**config.mk**
```make
export PLATFORM = sky130hd
export DESIGN_NAME = mem_order_check
export DESIGN_NICKNAME = d
export VERILOG_FILES = /design/src/rtl/mo_pkg.sv /design/src/rtl/mo_table.sv /design/src/rtl/mo_oldest.sv /design/src/rtl/mo_rules.sv /design/src/rtl/mem_order_check.sv
export SDC_FILE = /design/constraint.sdc
export NUM_CORES = 2
export LEC_CHECK = 0
export ABC_CLOCK_PERIOD_IN_PS = 65900
export BUFFER_PORTS_ARGS = -buffer_cell sky130_fd_sc_hd__buf_2
export CORE_MARGIN = 2
export CORE_UTILIZATION = 65
export CTS_BUF_LIST = sky130_fd_sc_hd__clkbuf_4 sky130_fd_sc_hd__clkbuf_8 sky130_fd_sc_hd__clkbuf_16
export DETAILED_ROUTE_END_ITERATION = 12
export PLACE_DENSITY_LB_ADDON = 0.1
export SLEW_MARGIN = 20
export SYNTH_ARGS = -nofsm -noshare
export SYNTH_HDL_FRONTEND = slang
export SYNTH_HIERARCHICAL = 1
export SYNTH_SLANG_ARGS = --single-unit
```
**constraint.sdc**
```tcl
create_clock -name clk -period 65.9 [get_ports clk]
set_clock_uncertainty 0.05 [all_clocks]
set_input_delay 13.18 -clock clk [delete_from_list [all_inputs] [get_ports clk]]
set_output_delay 13.18 -clock clk [all_outputs]
set_load 0.05 [all_outputs]
```
**src/rtl/mo_pkg.sv**
```systemverilog
package mo_pkg;
  localparam int IDX_W = 8;
  typedef logic [IDX_W-1:0] seq_t;

  typedef struct packed {
    logic vld;
    seq_t idx;
    logic ld;
    logic st;
    logic lbar;
    logic sbar;
  } slot_t;

  localparam int QSEL_LOAD  = 0;
  localparam int QSEL_STORE = 1;
  localparam int QSEL_LBAR  = 2;
  localparam int QSEL_SBAR  = 3;
  localparam int NUM_QUEUES = 4;

  // a is strictly older than b under modular distance (< half range)
  function automatic logic seq_older(seq_t a, seq_t b);
    seq_t d;
    d = b - a;
    return (d != '0) && !d[IDX_W-1];
  endfunction

  // membership of a slot in one of the four ordering queues
  function automatic logic in_queue(slot_t s, int qsel);
    logic m;
    case (qsel)
      QSEL_LOAD:  m = s.ld;
      QSEL_STORE: m = s.st;
      QSEL_LBAR:  m = s.lbar;
      default:    m = s.sbar;
    endcase
    return s.vld && m;
  endfunction
endpackage

```
**src/rtl/mo_table.sv**
```systemverilog
module mo_table
  import mo_pkg::*;
#(
  parameter int N = 16
) (
  input  logic             clk,
  input  logic             rst_n,
  input  logic             disp_valid,
  input  seq_t             disp_idx,
  input  logic             disp_ld,
  input  logic             disp_st,
  input  logic             disp_lbar,
  input  logic             disp_sbar,
  input  logic             cmpl_valid,
  input  seq_t             cmpl_idx,
  output slot_t [N-1:0]    slots,
  output logic             disp_full,
  output logic             disp_accept,
  output logic             cmpl_hit,
  output logic [$clog2(N+1)-1:0] occ
);
  localparam int SLOT_W = (N > 1) ? $clog2(N) : 1;
  localparam int OCC_W  = $clog2(N+1);

  slot_t [N-1:0]    slots_q;
  logic [N-1:0]     cmpl_match;
  logic             free_found;
  logic [SLOT_W-1:0] free_slot;

  // lowest-numbered free slot
  always_comb begin
    free_found = 1'b0;
    free_slot  = '0;
    for (int i = N - 1; i >= 0; i--) begin
      if (!slots_q[i].vld) begin
        free_found = 1'b1;
        free_slot  = SLOT_W'(i);
      end
    end
  end

  always_comb begin
    for (int i = 0; i < N; i++) begin
      cmpl_match[i] = cmpl_valid && slots_q[i].vld && (slots_q[i].idx == cmpl_idx);
    end
  end

  always_comb begin
    occ = '0;
    for (int i = 0; i < N; i++) begin
      occ = occ + OCC_W'(slots_q[i].vld);
    end
  end

  assign disp_full   = !free_found;
  assign disp_accept = disp_valid && free_found;
  assign cmpl_hit    = |cmpl_match;
  assign slots       = slots_q;

  always_ff @(posedge clk) begin
    if (!rst_n) begin
      for (int i = 0; i < N; i++) begin
        slots_q[i] <= '0;
      end
    end else begin
      for (int i = 0; i < N; i++) begin
        if (cmpl_match[i]) begin
          slots_q[i].vld <= 1'b0;
        end
        if (disp_accept && (free_slot == SLOT_W'(i))) begin
          slots_q[i].vld  <= 1'b1;
          slots_q[i].idx  <= disp_idx;
          slots_q[i].ld   <= disp_ld;
          slots_q[i].st   <= disp_st;
          slots_q[i].lbar <= disp_lbar;
          slots_q[i].sbar <= disp_sbar;
        end
      end
    end
  end
endmodule

```
**src/rtl/mo_oldest.sv**
```systemverilog
module mo_oldest
  import mo_pkg::*;
#(
  parameter int N    = 16,
  parameter int QSEL = QSEL_LOAD
) (
  input  slot_t [N-1:0] slots,
  output logic          found,
  output seq_t          oldest
);
  // priority-minimum: walk the slots keeping the oldest member seen
  always_comb begin
    found  = 1'b0;
    oldest = '0;
    for (int i = 0; i < N; i++) begin
      if (in_queue(slots[i], QSEL)) begin
        if (!found || seq_older(slots[i].idx, oldest)) begin
          oldest = slots[i].idx;
        end
        found = 1'b1;
      end
    end
  end
endmodule

```
**src/rtl/mo_rules.sv**
```systemverilog
module mo_rules
  import mo_pkg::*;
(
  input  logic bypass_mode,
  input  seq_t q_idx,
  input  logic q_ld,
  input  logic q_st,
  input  logic ld_found,
  input  seq_t ld_oldest,
  input  logic st_found,
  input  seq_t st_oldest,
  input  logic lb_found,
  input  seq_t lb_oldest,
  input  logic sb_found,
  input  seq_t sb_oldest,
  output logic lbar_block,
  output logic sbar_block,
  output logic store_block,
  output logic load_block,
  output logic q_ready
);
  logic is_mem;
  logic bypass_hit;

  assign is_mem = q_ld || q_st;

  // load barrier gate: younger than the barrier, or the barrier itself
  // while an older load remains
  assign lbar_block = q_ld && lb_found &&
                      (seq_older(lb_oldest, q_idx) ||
                       ((q_idx == lb_oldest) && !(ld_found && (q_idx == ld_oldest))));

  assign sbar_block = q_st && sb_found &&
                      (seq_older(sb_oldest, q_idx) ||
                       ((q_idx == sb_oldest) && !(st_found && (q_idx == st_oldest))));

  assign bypass_hit  = bypass_mode && q_ld && !q_st;
  assign store_block = st_found && seq_older(st_oldest, q_idx);
  assign load_block  = q_st && ld_found && seq_older(ld_oldest, q_idx);

  always_comb begin
    if (!is_mem)                      q_ready = 1'b1;
    else if (lbar_block || sbar_block) q_ready = 1'b0;
    else if (bypass_hit)              q_ready = 1'b1;
    else if (store_block)             q_ready = 1'b0;
    else                              q_ready = !load_block;
  end
endmodule

```
**src/rtl/mem_order_check.sv**
```systemverilog
module mem_order_check
  import mo_pkg::*;
#(
  parameter int NUM_ENTRIES = 16
) (
  input  logic       clk,
  input  logic       rst_n,
  input  logic       bypass_mode,
  input  logic       disp_valid,
  input  logic [7:0] disp_idx,
  input  logic       disp_ld,
  input  logic       disp_st,
  input  logic       disp_lbar,
  input  logic       disp_sbar,
  output logic       disp_full,
  input  logic       cmpl_valid,
  input  logic [7:0] cmpl_idx,
  input  logic [7:0] q_idx,
  input  logic       q_ld,
  input  logic       q_st,
  output logic       q_ready
);
  localparam int OCC_W = $clog2(NUM_ENTRIES+1);

  slot_t [NUM_ENTRIES-1:0] slots;
  logic                    disp_accept;
  logic                    cmpl_hit;
  logic [OCC_W-1:0]        occ;
  logic [NUM_QUEUES-1:0]   q_found;
  seq_t                    q_oldest [NUM_QUEUES];
  logic                    lbar_block, sbar_block, store_block, load_block;

  mo_table #(.N(NUM_ENTRIES)) u_table (
    .clk         (clk),
    .rst_n       (rst_n),
    .disp_valid  (disp_valid),
    .disp_idx    (disp_idx),
    .disp_ld     (disp_ld),
    .disp_st     (disp_st),
    .disp_lbar   (disp_lbar),
    .disp_sbar   (disp_sbar),
    .cmpl_valid  (cmpl_valid),
    .cmpl_idx    (cmpl_idx),
    .slots       (slots),
    .disp_full   (disp_full),
    .disp_accept (disp_accept),
    .cmpl_hit    (cmpl_hit),
    .occ         (occ)
  );

  for (genvar g = 0; g < NUM_QUEUES; g++) begin : g_oldest
    mo_oldest #(.N(NUM_ENTRIES), .QSEL(g)) u_old (
      .slots  (slots),
      .found  (q_found[g]),
      .oldest (q_oldest[g])
    );
  end

  mo_rules u_rules (
    .bypass_mode (bypass_mode),
    .q_idx       (q_idx),
    .q_ld        (q_ld),
    .q_st        (q_st),
    .ld_found    (q_found[QSEL_LOAD]),
    .ld_oldest   (q_oldest[QSEL_LOAD]),
    .st_found    (q_found[QSEL_STORE]),
    .st_oldest   (q_oldest[QSEL_STORE]),
    .lb_found    (q_found[QSEL_LBAR]),
    .lb_oldest   (q_oldest[QSEL_LBAR]),
    .sb_found    (q_found[QSEL_SBAR]),
    .sb_oldest   (q_oldest[QSEL_SBAR]),
    .lbar_block  (lbar_block),
    .sbar_block  (sbar_block),
    .store_block (store_block),
    .load_block  (load_block),
    .q_ready     (q_ready)
  );
endmodule

```
After elaboration in Yosys (flattened, before gate mapping)
Cells that the tools add are included.
- bits in registers: 208
- output and inout bits: 2
- word-level logic and storage cells: 915
- reductions and logical operators: 464
- muxes and demuxes: 256
- equality and inequality tests: 35
- add/subtract/negate cells: 64
- operator list (operator ; number):
    $mux W8 ; 124
    $reduce_bool A8 Y1 ; 64
    $sub A8 B8 Y8 ; 64
    $mux W13 ; 16
    $logic_and A1 B1 Y1 ; 190
    $eq A8 B8 Y1 ; 20
    $logic_not A1 Y1 ; 129
    $mux W1 ; 100
    $logic_or A1 B1 Y1 ; 64
    $mux W4 ; 16
    $eq A4 B4 Y1 const B ; 8
    $reduce_bool A2 Y1 ; 16
    $eq A4 B3 Y1 const B ; 4
    $eq A4 B2 Y1 const B ; 2
    $eq A4 B1 Y1 const B ; 1
    $logic_not A4 Y1 ; 1

Depth between registers and ports, before layout
- depth after elaboration: 101
- depth in mapped cells: 239

Cells and area by module
Netlist, hierarchy kept.
- by module, submodules not included (module ; instances ; area an instance (µm²) ; cells an instance):
    mo_oldest (g_oldest[2].u_old ...) ; 2 ; 8605.8 ; 1203
    mo_table ; 1 ; 9650.5 ; 1037
    mo_oldest (g_oldest[0].u_old) ; 1 ; 8411.8 ; 1239
    mo_oldest (g_oldest[1].u_old) ; 1 ; 7803.7 ; 1086
    mo_rules ; 1 ; 1451.4 ; 200

Least setup slack after synthesis
OpenSTA, ideal clock, no wires.
- path type: reg-to-output
- from: reg u_table.slots_q (netlist bit u_table/slots[12])
- to: out q_ready
- path slack: 11.046 ns
- arrival: 41.624 ns
- path buffers: 12
- required time: 52.670 ns
- cell stages (with the launch flop): 215
- path through: dfxtp_1 and2_1 buf_2 nand2_1 ha_1 inv_1 fa_1 a211oi_2 o21bai_1 a21oi_1 xor2_1 a31oi_1 clkbuf_1 o2bb2ai_1 inv_1 ha_1 inv_1 fa_1 (+179 left out) xnor2_1 or4_2 nor3b_1 and4_4 buf_6 or3_1 buf_6 o31ai_2 ha_1 inv_1 fa_1 xor2_1 nor3b_1 o221ai_1 nor4b_2 a211oi_1 or2_0 o31ai_2
- RTL lines (what ; RTL line ; source):
    from (decl) ; mo_table.sv:25 ; slot_t [N-1:0] slots_q;
    to (decl) ; mem_order_check.sv:21 ; output logic q_ready

==> results.md <==
* Status: completed
* R2R Path End: u_table/slots[106]
* CP max stage delay at approximately 900 ps
* Fin. max-slew vios at 0
* Clk Latency, worst-skew pair at a little under 600 ps
* Finished Layout Cells at a little under 7,000
* Worst r2r src: u_table/slots[207]
* Cell Area, Placed at 45,100 µm²
* Top Ports at 37
* Share of layout cells above drive strength 1 at 10.2%
* Placed Cells at 6,743
* Worst slew pin tran at around 1300 ps
* Setup WS post-layout at about 4000 ps
* Max cap viols at 0
* # setup viols final at 0
* P&R area growth vs syn at 4.51%
* DR top layer: met5
* Design Power at roughly 0.38 mW
* Post-Synthesis Cells at between 5,000 and 6,000
* Fill count at approximately 6,000
* Worst-path clk slew at 70 ps
* Relative slew slack at ~16%
* Fin crit period at between 60,000 and 70,000 ps
* Drt pass-1 iters at 9
* CTS Root Cell: clkbuf_16
* First DRT Iteration DRCs at slightly below 5,000
* Critical path arrival at ~49,000 ps
* Std cell rows at 95
* Drt total wl at about 150,000 µm
* Register-to-register setup slack at roughly 63,000 ps
* Core area at about 67,000 µm²
* Synth Area per Inst at around 7.4 µm²
* Slowest-stage cell, CP: nor4b_2
* HPWL after detailed placement at ~120,000 µm
* WS Path Type: flop to output pin
* Pre-CTS setup slack at around 5500 ps
* Depth of the worst register-to-register path at 6
* Hold slack at 410 ps
* Hold-fix buffers, CTS at 0
* DIE HEIGHT at approximately 260 µm
* Kind of launch point of the worst setup path: flop
* WL met2 at slightly above 60,000 µm
* Total CTS buffers at 27
* Hold Fails Final Rpt at 0
* DRT antenna net count at 0
* WL per Instance at about 22 µm
* DRC at 0
* Tcrit/Tclk final at between 90% and 100%
* Htree depth at 1
* Met1 wire length at approximately 65,000 µm
* Max FFs per register at approximately 210
* Crit-path most repeated cell: a21oi_1
* WHS Path Cells at 2
* First-pass GRT wire length at between 200,000 and 250,000 µm
* Sinks on Clock Net at 208
* CTS tree: built
* Hold Path Class: flop to flop
* Synth warn at 6
* Sw frac at 32.6%
* Initial Util at 65.7%
* Crit. End Element: output pin
* Critical path peak fanout at 35
* Finished Cell Area at ~46,000 µm²
* Final nets at ~6,400
* Clock Power Share at ~44%
* Post-CTS setup repair buffer count at 0
* Vias in the first global route at 41,415
* RSZ-0062 raised after global routing: no
* Final Util at approximately 69%
* P_sw at between 0.1 and 0.15 mW
* Grt ovf at 0
* Pwr/cell area at 8.19 nW/µm²
* Syn Nets at roughly 6,500
* Via/cell ratio at between 6 and 7
* Sequential fraction of design power at around a third
* Gr usage total at 42.1%
* Largest net degree at the start of global routing at 87
* Die Width at ~260 µm
* Logic pwr share at between 20 and 25%
* Netlist Area Pre-Place at around 44,000 µm²
* Worst path required time at ~53,000 ps
* Routed length on met3 at ~19,000 µm
* Worst vdd ir at about 19 µV
* Die area at between 60,000 and 70,000 µm²
* Clock buffer depth at 3
* F_max at about 16 MHz
* Leakage at ~19 nW
* P_int at ~0.25 mW
* Antenna violations before repair at 4
* Hold endpoint: u_table/slots[52]
* Buffers on Ports at 36
* Vias at 45,651
* Hold Crit Start: u_table/slots[52]
* Cts repair resizes at 0
* Setup TNS Final at 0 ps
* Final Wtd Congestion at 1.07
cell type report:
| type | count | area (µm²) | area share (%) |
|---|---|---|---|
| Timing Repair Buffer | 118 | 802 | 1.74 |
| Tap cell | 873 | 1090 | 2.37 |
| Inverter | 680 | 2550 | 5.53 |
| Antenna cell | 1 | 2.50 | 0.00543 |
| Clock buffer | 32 | 744 | 1.61 |
| Clock inverter | 17 | 225 | 0.488 |
| Multi-Input combinational cell | 4864 | 36500 | 79.2 |
| Sequential cell | 208 | 4160 | 9.03 |
power by group through the flow:
stage                     Sequential, mW  Combinational (mW)  Clock, mW
after floorplan                    0.131              0.0605          0
after global placement             0.131              0.0799          0
after detailed placement           0.131              0.0813          0
after CTS                          0.128              0.0817      0.165
after global routing               0.128              0.0916      0.170
final                              0.128              0.0849      0.165
how the worst max path moves through the flow:
| stage | from | cells after the start | endpoint |
|---|---|---|---|
| global placement | u_table/slots[12] | 204 | q_ready |
| floorplan | u_table/slots[12] | 214 | q_ready |
| finish | u_table/slots[12] | 199 | q_ready |
| global route | u_table/slots[12] | 202 | q_ready |
| CTS | u_table/slots[12] | 199 | q_ready |
| detailed placement | u_table/slots[12] | 201 | q_ready |
placed cells by master, fill, tap and decap left out, types with 62 or more instances in the layout:
cell / instances
ha_1: 448
o21bai_1: 63
xor2_1: 188
a211oi_1: 75
mux2i_1: 172
a21o_1: 88
fa_1: 62
nor3_1: 119
buf_4: 82
a21boi_0: 62
dfxtp_1: 208
nand2_1: 536
xnor2_1: 237
a21oi_1: 336
o21a_1: 79
nor3b_1: 62
nor2b_1: 94
nand2b_1: 69
o31ai_1: 67
o21ai_0: 271
nand3_1: 160
mux2_2: 103
inv_1: 679
nor2_1: 396
and2_1: 67
layer usage:
| layer | GRT usage [%] | vias to the layer above |
|---|---|---|
| li1 | - | 21424 |
| met1 | 59.2 | 21210 |
| met2 | 61.6 | 2556 |
| met3 | 9.58 | 459 |
| met4 | 17.4 | 2 |
| met5 | 0 | - |
critical path: cells and delay by family (launching register included):
family	cells	cell delay [ps]
compound gates	79	19520
mux	7	2530
buf+inv	15	1680
simple gates	60	14070
flops	1	300
fa+ha+maj	25	7870
xor+xnor	13	2070
Power figures use the tool's default switching activity.
